===== config.mk =====
export PLATFORM = sky130hd
export DESIGN_NAME = bus_cycle_timer
export DESIGN_NICKNAME = d
export VERILOG_FILES = /design/src/rtl/ebt_pkg.sv /design/src/rtl/ebt_cfg_sel.sv /design/src/rtl/ebt_seq.sv /design/src/rtl/ebt_strobe.sv /design/src/rtl/bus_cycle_timer.sv
export SDC_FILE = /design/constraint.sdc
export NUM_CORES = 1
export LEC_CHECK = 0
export BUFFER_PORTS_ARGS = -buffer_cell sky130_fd_sc_hd__buf_4
export CORE_UTILIZATION = 49
export CTS_CLUSTER_SIZE = 14
export DETAILED_ROUTE_END_ITERATION = 12
export PLACE_DENSITY_LB_ADDON = 0.2
export RECOVER_POWER = 25
export SLEW_MARGIN = 20
export SYNTH_ARGS = -nofsm -noshare
export SYNTH_HDL_FRONTEND = slang
export SYNTH_SLANG_ARGS = --single-unit

===== constraint.sdc =====
create_clock -name clk -period 10.5 [get_ports clk]
set_input_delay 0.525 -clock clk [delete_from_list [all_inputs] [get_ports clk]]
set_output_delay 0.525 -clock clk [all_outputs]
set_load 0.02 [all_outputs]

===== src/rtl/ebt_pkg.sv =====
package ebt_pkg;
  localparam int ON_W  = 4;
  localparam int OFF_W = 5;
  localparam int GAP_W = 4;
  localparam int CNT_W = OFF_W + 1;

  typedef enum logic [1:0] {
    ST_IDLE = 2'd0,
    ST_RUN  = 2'd1,
    ST_GAP  = 2'd2
  } seq_state_e;

  typedef struct packed {
    logic [ON_W-1:0]  cs_on;
    logic [OFF_W-1:0] cs_rd_off;
    logic [OFF_W-1:0] cs_wr_off;
    logic [ON_W-1:0]  adv_on;
    logic [OFF_W-1:0] adv_off;
    logic [ON_W-1:0]  oe_on;
    logic [OFF_W-1:0] oe_off;
    logic [ON_W-1:0]  we_on;
    logic [OFF_W-1:0] we_off;
    logic [OFF_W-1:0] rd_cyc;
    logic [OFF_W-1:0] wr_cyc;
    logic             gran;
    logic             gap_same;
    logic             gap_diff;
    logic [GAP_W-1:0] gap_len;
  } cs_cfg_t;

  // Apply the x1 / x2 granularity to a timing field.
  function automatic logic [CNT_W-1:0] scale_val(input logic [OFF_W-1:0] v,
                                                 input logic g);
    return g ? {v, 1'b0} : {1'b0, v};
  endfunction

  // Cycle length in clocks; a zero field still yields one cycle.
  function automatic logic [CNT_W-1:0] cycle_len(input logic [OFF_W-1:0] v,
                                                 input logic g);
    logic [CNT_W-1:0] t;
    t = scale_val(v, g);
    return (t == '0) ? CNT_W'(1) : t;
  endfunction

  // A strobe window [on, off), clipped by the cycle length.
  function automatic logic win_hit(input logic [CNT_W-1:0] cnt,
                                   input logic [CNT_W-1:0] on_t,
                                   input logic [CNT_W-1:0] off_t,
                                   input logic [CNT_W-1:0] len);
    return (cnt >= on_t) && (cnt < off_t) && (cnt < len);
  endfunction
endpackage


===== src/rtl/ebt_cfg_sel.sv =====
module ebt_cfg_sel
  import ebt_pkg::*;
#(
  parameter int NUM_CS = 4,
  localparam int CSW = (NUM_CS > 1) ? $clog2(NUM_CS) : 1
) (
  input  logic [CSW-1:0]          sel,
  input  logic [NUM_CS*ON_W-1:0]  cs_on,
  input  logic [NUM_CS*OFF_W-1:0] cs_rd_off,
  input  logic [NUM_CS*OFF_W-1:0] cs_wr_off,
  input  logic [NUM_CS*ON_W-1:0]  adv_on,
  input  logic [NUM_CS*OFF_W-1:0] adv_off,
  input  logic [NUM_CS*ON_W-1:0]  oe_on,
  input  logic [NUM_CS*OFF_W-1:0] oe_off,
  input  logic [NUM_CS*ON_W-1:0]  we_on,
  input  logic [NUM_CS*OFF_W-1:0] we_off,
  input  logic [NUM_CS*OFF_W-1:0] rd_cyc,
  input  logic [NUM_CS*OFF_W-1:0] wr_cyc,
  input  logic [NUM_CS-1:0]       gran,
  input  logic [NUM_CS-1:0]       gap_same,
  input  logic [NUM_CS-1:0]       gap_diff,
  input  logic [NUM_CS*GAP_W-1:0] gap_len,
  output cs_cfg_t                 cfg
);
  cs_cfg_t per_cs [NUM_CS];

  for (genvar i = 0; i < NUM_CS; i++) begin : g_unpack
    assign per_cs[i].cs_on     = cs_on    [i*ON_W  +: ON_W];
    assign per_cs[i].cs_rd_off = cs_rd_off[i*OFF_W +: OFF_W];
    assign per_cs[i].cs_wr_off = cs_wr_off[i*OFF_W +: OFF_W];
    assign per_cs[i].adv_on    = adv_on   [i*ON_W  +: ON_W];
    assign per_cs[i].adv_off   = adv_off  [i*OFF_W +: OFF_W];
    assign per_cs[i].oe_on     = oe_on    [i*ON_W  +: ON_W];
    assign per_cs[i].oe_off    = oe_off   [i*OFF_W +: OFF_W];
    assign per_cs[i].we_on     = we_on    [i*ON_W  +: ON_W];
    assign per_cs[i].we_off    = we_off   [i*OFF_W +: OFF_W];
    assign per_cs[i].rd_cyc    = rd_cyc   [i*OFF_W +: OFF_W];
    assign per_cs[i].wr_cyc    = wr_cyc   [i*OFF_W +: OFF_W];
    assign per_cs[i].gran      = gran[i];
    assign per_cs[i].gap_same  = gap_same[i];
    assign per_cs[i].gap_diff  = gap_diff[i];
    assign per_cs[i].gap_len   = gap_len  [i*GAP_W +: GAP_W];
  end

  assign cfg = per_cs[sel];
endmodule


===== src/rtl/ebt_seq.sv =====
module ebt_seq
  import ebt_pkg::*;
#(
  parameter int NUM_CS = 4,
  localparam int CSW = (NUM_CS > 1) ? $clog2(NUM_CS) : 1
) (
  input  logic             clk,
  input  logic             rst_n,
  input  logic             req_valid,
  input  logic             req_wr,
  input  logic [CSW-1:0]   req_cs,
  input  logic [OFF_W-1:0] cyc_rd,
  input  logic [OFF_W-1:0] cyc_wr,
  input  logic             gran,
  input  logic             gap_same,
  input  logic             gap_diff,
  input  logic [GAP_W-1:0] gap_len,
  output logic             in_run,
  output logic             in_gap,
  output logic [CNT_W-1:0] cnt,
  output logic [CNT_W-1:0] cyc_len,
  output logic [CSW-1:0]   cur_cs,
  output logic             cur_wr,
  output logic             acc_done,
  output logic             acc_ready
);
  seq_state_e       state_q;
  logic [CNT_W-1:0] cnt_q;
  logic [GAP_W-1:0] gcnt_q;
  logic [CSW-1:0]   cur_cs_q, nxt_cs_q;
  logic             cur_wr_q, nxt_wr_q;

  // Named internal events
  logic last_run, take, gap_sel, need_gap, gap_end;

  assign cyc_len  = cycle_len(cur_wr_q ? cyc_wr : cyc_rd, gran);
  assign last_run = (state_q == ST_RUN) && (cnt_q == cyc_len - CNT_W'(1));
  assign gap_sel  = (req_cs == cur_cs_q) ? gap_same : gap_diff;
  assign need_gap = last_run && req_valid && gap_sel && (gap_len != '0);
  assign gap_end  = (state_q == ST_GAP) && (gcnt_q == '0);
  assign acc_ready = (state_q == ST_IDLE) || last_run;
  assign take      = req_valid && acc_ready;
  assign acc_done  = (last_run && !need_gap) || gap_end;

  assign in_run = (state_q == ST_RUN);
  assign in_gap = (state_q == ST_GAP);
  assign cnt    = cnt_q;
  assign cur_cs = cur_cs_q;
  assign cur_wr = cur_wr_q;

  always_ff @(posedge clk or negedge rst_n) begin
    if (!rst_n) begin
      state_q  <= ST_IDLE;
      cnt_q    <= '0;
      gcnt_q   <= '0;
      cur_cs_q <= '0;
      cur_wr_q <= 1'b0;
      nxt_cs_q <= '0;
      nxt_wr_q <= 1'b0;
    end else begin
      case (state_q)
        ST_IDLE: if (req_valid) begin
          state_q  <= ST_RUN;
          cnt_q    <= '0;
          cur_cs_q <= req_cs;
          cur_wr_q <= req_wr;
        end
        ST_RUN: begin
          if (!last_run) begin
            cnt_q <= cnt_q + CNT_W'(1);
          end else if (!req_valid) begin
            state_q <= ST_IDLE;
          end else if (need_gap) begin
            state_q  <= ST_GAP;
            gcnt_q   <= gap_len - GAP_W'(1);
            nxt_cs_q <= req_cs;
            nxt_wr_q <= req_wr;
          end else begin
            cnt_q    <= '0;
            cur_cs_q <= req_cs;
            cur_wr_q <= req_wr;
          end
        end
        ST_GAP: begin
          if (gcnt_q == '0) begin
            state_q  <= ST_RUN;
            cnt_q    <= '0;
            cur_cs_q <= nxt_cs_q;
            cur_wr_q <= nxt_wr_q;
          end else begin
            gcnt_q <= gcnt_q - GAP_W'(1);
          end
        end
        default: state_q <= ST_IDLE;
      endcase
    end
  end


  start_after_take_chk: assert property (@(posedge clk) disable iff (!rst_n)
    (take && !need_gap) |=> (in_run && cnt_q == '0));


  gap_entry_chk: assert property (@(posedge clk) disable iff (!rst_n)
    need_gap |=> in_gap);


  count_step_chk: assert property (@(posedge clk) disable iff (!rst_n)
    (in_run && !last_run) |=> (in_run && cnt_q == $past(cnt_q) + CNT_W'(1)));
endmodule


===== src/rtl/ebt_strobe.sv =====
module ebt_strobe
  import ebt_pkg::*;
(
  input  logic             active,
  input  logic [CNT_W-1:0] cnt,
  input  logic [CNT_W-1:0] on_t,
  input  logic [CNT_W-1:0] off_t,
  input  logic [CNT_W-1:0] len,
  output logic             strobe_n
);
  logic hit;
  assign hit      = win_hit(cnt, on_t, off_t, len);
  assign strobe_n = !(active && hit);
endmodule


===== src/rtl/bus_cycle_timer.sv =====
module bus_cycle_timer
  import ebt_pkg::*;
#(
  parameter int NUM_CS = 4,
  localparam int CSW = (NUM_CS > 1) ? $clog2(NUM_CS) : 1
) (
  input  logic                    clk,
  input  logic                    rst_n,
  input  logic                    req_valid,
  input  logic                    req_wr,
  input  logic [CSW-1:0]          req_cs,
  input  logic [NUM_CS*ON_W-1:0]  cfg_cs_on,
  input  logic [NUM_CS*OFF_W-1:0] cfg_cs_rd_off,
  input  logic [NUM_CS*OFF_W-1:0] cfg_cs_wr_off,
  input  logic [NUM_CS*ON_W-1:0]  cfg_adv_on,
  input  logic [NUM_CS*OFF_W-1:0] cfg_adv_off,
  input  logic [NUM_CS*ON_W-1:0]  cfg_oe_on,
  input  logic [NUM_CS*OFF_W-1:0] cfg_oe_off,
  input  logic [NUM_CS*ON_W-1:0]  cfg_we_on,
  input  logic [NUM_CS*OFF_W-1:0] cfg_we_off,
  input  logic [NUM_CS*OFF_W-1:0] cfg_rd_cycle,
  input  logic [NUM_CS*OFF_W-1:0] cfg_wr_cycle,
  input  logic [NUM_CS-1:0]       cfg_gran,
  input  logic [NUM_CS-1:0]       cfg_gap_same,
  input  logic [NUM_CS-1:0]       cfg_gap_diff,
  input  logic [NUM_CS*GAP_W-1:0] cfg_gap_len,
  output logic                    acc_ready,
  output logic [NUM_CS-1:0]       cs_n,
  output logic                    adv_n,
  output logic                    oe_n,
  output logic                    we_n,
  output logic                    be_n,
  output logic                    acc_done
);
  cs_cfg_t          cfg;
  logic             in_run, in_gap, cur_wr;
  logic [CNT_W-1:0] cnt, cyc_len;
  logic [CSW-1:0]   cur_cs;
  logic             cs_hit_n;
  logic [CNT_W-1:0] cs_on_s, cs_off_s, adv_on_s, adv_off_s;
  logic [CNT_W-1:0] oe_on_s, oe_off_s, we_on_s, we_off_s;

  ebt_cfg_sel #(.NUM_CS(NUM_CS)) u_cfg (
    .sel(cur_cs), .cs_on(cfg_cs_on), .cs_rd_off(cfg_cs_rd_off),
    .cs_wr_off(cfg_cs_wr_off), .adv_on(cfg_adv_on), .adv_off(cfg_adv_off),
    .oe_on(cfg_oe_on), .oe_off(cfg_oe_off), .we_on(cfg_we_on),
    .we_off(cfg_we_off), .rd_cyc(cfg_rd_cycle), .wr_cyc(cfg_wr_cycle),
    .gran(cfg_gran), .gap_same(cfg_gap_same), .gap_diff(cfg_gap_diff),
    .gap_len(cfg_gap_len), .cfg(cfg)
  );

  ebt_seq #(.NUM_CS(NUM_CS)) u_seq (
    .clk(clk), .rst_n(rst_n), .req_valid(req_valid), .req_wr(req_wr),
    .req_cs(req_cs), .cyc_rd(cfg.rd_cyc), .cyc_wr(cfg.wr_cyc),
    .gran(cfg.gran), .gap_same(cfg.gap_same), .gap_diff(cfg.gap_diff),
    .gap_len(cfg.gap_len), .in_run(in_run), .in_gap(in_gap), .cnt(cnt),
    .cyc_len(cyc_len), .cur_cs(cur_cs), .cur_wr(cur_wr),
    .acc_done(acc_done), .acc_ready(acc_ready)
  );

  // Scaled window edges for the current access
  assign cs_on_s   = scale_val(OFF_W'(cfg.cs_on), cfg.gran);
  assign cs_off_s  = scale_val(cur_wr ? cfg.cs_wr_off : cfg.cs_rd_off, cfg.gran);
  assign adv_on_s  = scale_val(OFF_W'(cfg.adv_on), cfg.gran);
  assign adv_off_s = scale_val(cfg.adv_off, cfg.gran);
  assign oe_on_s   = scale_val(OFF_W'(cfg.oe_on), cfg.gran);
  assign oe_off_s  = scale_val(cfg.oe_off, cfg.gran);
  assign we_on_s   = scale_val(OFF_W'(cfg.we_on), cfg.gran);
  assign we_off_s  = scale_val(cfg.we_off, cfg.gran);

  ebt_strobe u_cs (.active(in_run), .cnt(cnt), .on_t(cs_on_s),
    .off_t(cs_off_s), .len(cyc_len), .strobe_n(cs_hit_n));
  ebt_strobe u_adv (.active(in_run), .cnt(cnt), .on_t(adv_on_s),
    .off_t(adv_off_s), .len(cyc_len), .strobe_n(adv_n));
  ebt_strobe u_oe (.active(in_run && !cur_wr), .cnt(cnt), .on_t(oe_on_s),
    .off_t(oe_off_s), .len(cyc_len), .strobe_n(oe_n));
  ebt_strobe u_we (.active(in_run && cur_wr), .cnt(cnt), .on_t(we_on_s),
    .off_t(we_off_s), .len(cyc_len), .strobe_n(we_n));
  ebt_strobe u_be (.active(in_run), .cnt(cnt), .on_t('0),
    .off_t(cyc_len), .len(cyc_len), .strobe_n(be_n));

  for (genvar i = 0; i < NUM_CS; i++) begin : g_cs
    assign cs_n[i] = (cur_cs == CSW'(i)) ? cs_hit_n : 1'b1;
  end


  cs_onehot_chk: assert property (@(posedge clk) disable iff (!rst_n)
    $onehot0(~cs_n));


  oe_we_excl_chk: assert property (@(posedge clk) disable iff (!rst_n)
    !(!oe_n && !we_n));


  gap_quiet_chk: assert property (@(posedge clk) disable iff (!rst_n)
    in_gap |-> ((&cs_n) && adv_n && oe_n && we_n && be_n));


  be_span_chk: assert property (@(posedge clk) disable iff (!rst_n)
    in_run |-> !be_n);


  done_next_chk: assert property (@(posedge clk) disable iff (!rst_n)
    acc_done |=> !in_gap);
endmodule


==> results by stage <==
Run status:
- The run finished with clean final reports.

Setup path:
- The required arrival time at the worst endpoint is ~10 ns.
- The maximum fanout along the worst path is 52.
- STA classifies the critical path endpoint as an output pin.
- Measured in cells, the most critical reg-to-reg path has a length of 13.
- In this run the critical register-to-register path is launched from u_seq.cur_cs[0].
- The setup path with the least slack is of type flop to output pin.
- The data arrival at the endpoint of the critical path is approximately 5 ns.
- The setup slack on the worst flop-to-flop path is approximately 5.6 ns.
- The sort of element at the start of the critical path is a flop.
- The worst register-to-register path ends at u_seq.nxt_cs_q[0].

Die:
- The floorplan row count is 33.
- The effective utilization at floorplan is 0.514.
- In this run the standard cell core region covers approximately 8300 sq um.
- The floorplan step defined a die boundary enclosing around 9100 sq um.
- From bottom edge to top edge, the die measures between 90 and 100 um.
- In this run the count of I/O pins placed on the die edge is approximately 250.
- Measured along the x axis, the die boundary spans 95.6 um.

Timing:
- Dividing the final minimum period by the clock period gives 0.526.
- The relative slew slack is 0.358.
- Static timing analysis puts the maximum clock frequency at 181 MHz.
- Setup repair after global routing left no endpoint under its margin.
- The number of setup violations in the final report is 0.
- The worst clock skew is around 0.002 ns.
- The final setup slack of the worst path is 4.98 ns.
- The number of max-slew violations in the final report is 0.
- The worst path needs about 5.5 ns of the cycle, external delays included.
- The count of endpoints failing hold in the final timing report is 0.
- The aggregate negative setup slack is 0 ns.
- The slew at the pin closest to its max-slew limit is around 0.96 ns.

CTS:
- The H-tree depth reported by CTS is 1.
- Clock-pin slew was measured on the worst setup and hold paths at ~0.070 ns.
- The largest buffer count on any clock path is 2.
- The number of clock sinks is 18.
- Once the clock tree was built, the resizer swapped 0 gates to a different size.
- The cts-stage hold buffer count is 0.
- Counting the buffers created by CTS gives 3.
- Clock latency on the worst-skew pair, taken at its later pin, is about 0.26 ns.
- The clock tree root driver cell is sky130_fd_sc_hd__clkbuf_8.
- TritonCTS built the clock tree.
- The buffer count from post-CTS setup fixing is 0.

Pwr:
- The relative contribution of combinational cells to total power is 0.851.
- IR analysis of the VDD net gives a maximum drop of 0.119 mV.
- The share of total power dissipated in the clock network is 0.034.
- Of the total power, registers draw 0.115.
- The internal power is a little under 900 uW.
- The power after layout is around 1700 uW.
- Of the total power, the share spent switching nets is 0.502.
- In this run the power spent charging and discharging nets is ~870 uW.
- For this design the ratio of total power to cell area is 278 nW/um^2.
- The static leakage power is between 0.003 and 0.004 uW.

GRT:
- For this run, the total global-route usage over all layers was measured as 0.295.
- The first global-routing pass estimated roughly 21000 um of wire.
- The global-route met3 utilization is 0.0295.
- The overflow left after global routing is 0.
- The met1 demand-to-capacity share in global routing is 0.327.
- The pin count of the biggest net entering global routing is 65.
- The via count of the first global-routing pass was between 4000 and 5000.
- The number of antenna violations at the first check in global routing is 0.
- The layer flagged by global routing as most heavily used is met2.
- In the global route stage, met2 resource usage came out at 0.591.

Logic synthesis:
- The most used flip-flop cell after synthesis is sky130_fd_sc_hd__dfrtp_1.
- The share of the Yosys chip area taken by registers is 0.105.
- In this run the cell area of the synthesized design comes to approximately 4300 sq um.
- In the post-synthesis netlist, the biggest area contributors are sky130_fd_sc_hd__mux4_2 (29%), sky130_fd_sc_hd__ha_1 (14%), sky130_fd_sc_hd__dfrtp_1 (10%), sky130_fd_sc_hd__mux2i_1 (9.6%), sky130_fd_sc_hd__nand2_1 (4.0%).
- Counting every net in the synthesized netlist gives 715.
- After technology mapping, the gate count stands at 428.
- The library cell with the highest instance count after synthesis is sky130_fd_sc_hd__mux4_2.
- The average instance in the mapped netlist occupies between 10 and 15 sq um.
- The fraction of registers with async set/reset is 1.00.
- For this run, the number of Yosys warnings is 0.
- The synthesized design contains 18 register bits.
- The synthesized design spends more area on one cell type than any other, namely sky130_fd_sc_hd__mux4_2.
- The share of synthesized area in the top cell type comes to 0.294.
- Yosys mapped a number of flops with a built-in enable equal to 0.
- The commonest cells after synthesis are sky130_fd_sc_hd__mux4_2 (56), sky130_fd_sc_hd__ha_1 (49), sky130_fd_sc_hd__nand2_1 (46).
- The number of different library cells in the post-synthesis netlist is 58.

Route:
- After detailed routing, the average wire length per cell comes to 18.0 um.
- The overall routed net length is between 10000 and 15000 um.
- The remaining routing DRC violations is 0.
- After detailed routing, the number of vias per cell comes to approximately 6.0.
- Before antenna repair, the detailed router went through 4 iterations.
- The count of routing violations after the opening detailed-route iteration is 192.
- The count of vias placed by the detailed router is 4596.
- The count of nets left with antenna violations once routing finished came out at 0.

Run:
- Across the run, the number of max-cap violations was 0.

Cells and area:
- The fraction of final layout cells sized beyond drive strength 1 is 0.487.
- Once layout is complete, the utilization of the core stands at 0.749.
- The number of nets in the finished design is 945.
- The repair_antennas step left the layout with diodes totalling 0.
- The filler cell count in the final layout is between 600 and 700.
- The layout overhead on the synthesized area is 45.6%.

Placement:
- The worst setup timing slack at the placement stage is roughly 5.3 ns.
- The wire-length estimate of the detail-placed layout is between 10000 and 15000 um.
- The weighted congestion reported at the end of routability-driven placement is approximately 0.85.
- The count of buffers from port buffering is 247.

Worst hold path:
- The type of the tightest min-delay check is primary input to asynchronous set/reset pin.
worst max path at each step:
stage / start / end / slack (ns) / cells after the start
floorplan: u_seq.cur_cs[0] / acc_ready / 6.13 / 14
global placement: u_seq.cur_cs[0] / acc_ready / 5.38 / 14
detailed placement: u_seq.cur_cs[0] / acc_ready / 5.26 / 14
global route: u_seq.cur_cs[0] / acc_ready / 4.64 / 14
finish: u_seq.cur_cs[0] / acc_ready / 4.98 / 14
CTS: u_seq.cur_cs[0] / acc_ready / 4.94 / 14
registers in the layout, indices dropped and copies added (netlist names):
| register | cells |
|---|---|
| u_seq.cnt | 6 |
| u_seq.cur_cs | 2 |
| u_seq.cur_wr | 1 |
| u_seq.gcnt_q | 4 |
| u_seq.nxt_cs_q | 2 |
| u_seq.nxt_wr_q | 1 |
| u_seq.state_q | 2 |
per-stage QoR:
| step | instance area [sq um] | hold slack, ns | std cells |
|---|---|---|---|
| 6_report | 6250 | 0.386 | 762 |
| 5_1_grt | 6250 | 0.475 | 762 |
| 3_3_place_gp | 6190 | 0.405 | 758 |
| 2_1_floorplan | 4290 | 0.229 | 428 |
| 3_5_place_dp | 6190 | 0.407 | 758 |
| 4_1_cts | 6250 | 0.127 | 762 |
routing by layer:
layer  vias to the layer above  share of wire
met4                         0          0.016
met3                        21          0.067
met5                         -              0
met2                       201           0.56
met1                      2212           0.36
li1                       2162              -
worst max-delay path: stages (launching register included):
cell and delay (ns):
sky130_fd_sc_hd__dfrtp_4 0.85, sky130_fd_sc_hd__mux4_2 0.59, sky130_fd_sc_hd__buf_4 0.33, sky130_fd_sc_hd__inv_1 0.33
sky130_fd_sc_hd__nor2_1 0.11, sky130_fd_sc_hd__a21oi_1 0.19, sky130_fd_sc_hd__inv_1 0.06, sky130_fd_sc_hd__ha_1 0.28
sky130_fd_sc_hd__xnor2_1 0.15, sky130_fd_sc_hd__or3_1 0.37, sky130_fd_sc_hd__mux2i_1 0.30, sky130_fd_sc_hd__or4b_1 0.57
sky130_fd_sc_hd__or2_1 0.27, sky130_fd_sc_hd__a21oi_1 0.15, sky130_fd_sc_hd__buf_4 0.15
layout by cell type (no fill, tap or decap), drive strengths merged, types with 14 or more instances in the layout:
master / instances
mux2i: 43
ha: 49
a21oi: 16
dfrtp: 18
nor2: 15
nor2b: 16
mux4: 56
nand2: 46
nand3: 14
buf: 249
power by group through the flow:
stage	combinational [uW]	clock [uW]	sequential, uW
final	1480	58.5	200
after detailed placement	1470	0	204
after CTS	1480	58.3	204
after global placement	1400	0	199
after floorplan	1160	0	133
after global routing	1640	61.6	213
area by class of cell:
cell class,count,area [sq um],area share
Timing Repair Buffer,250,1870,0.300
Clock buffer,4,55.1,0.00881
Sequential cell,18,455,0.0729
Multi-Input combinational cell,373,3690,0.590
Tap cell,105,131,0.0210
Inverter,12,45.0,0.00721
cells by family after synthesis:
group | count (synthesis) | share of synthesized area
simple gates | 131 | 0.154
mux | 107 | 0.419
compound gates | 80 | 0.131
fa+ha+maj | 49 | 0.143
buf+inv | 37 | 0.0359
flops | 18 | 0.105
xor+xnor | 6 | 0.0122
No activity file was read; power rests on OpenSTA's default activity.
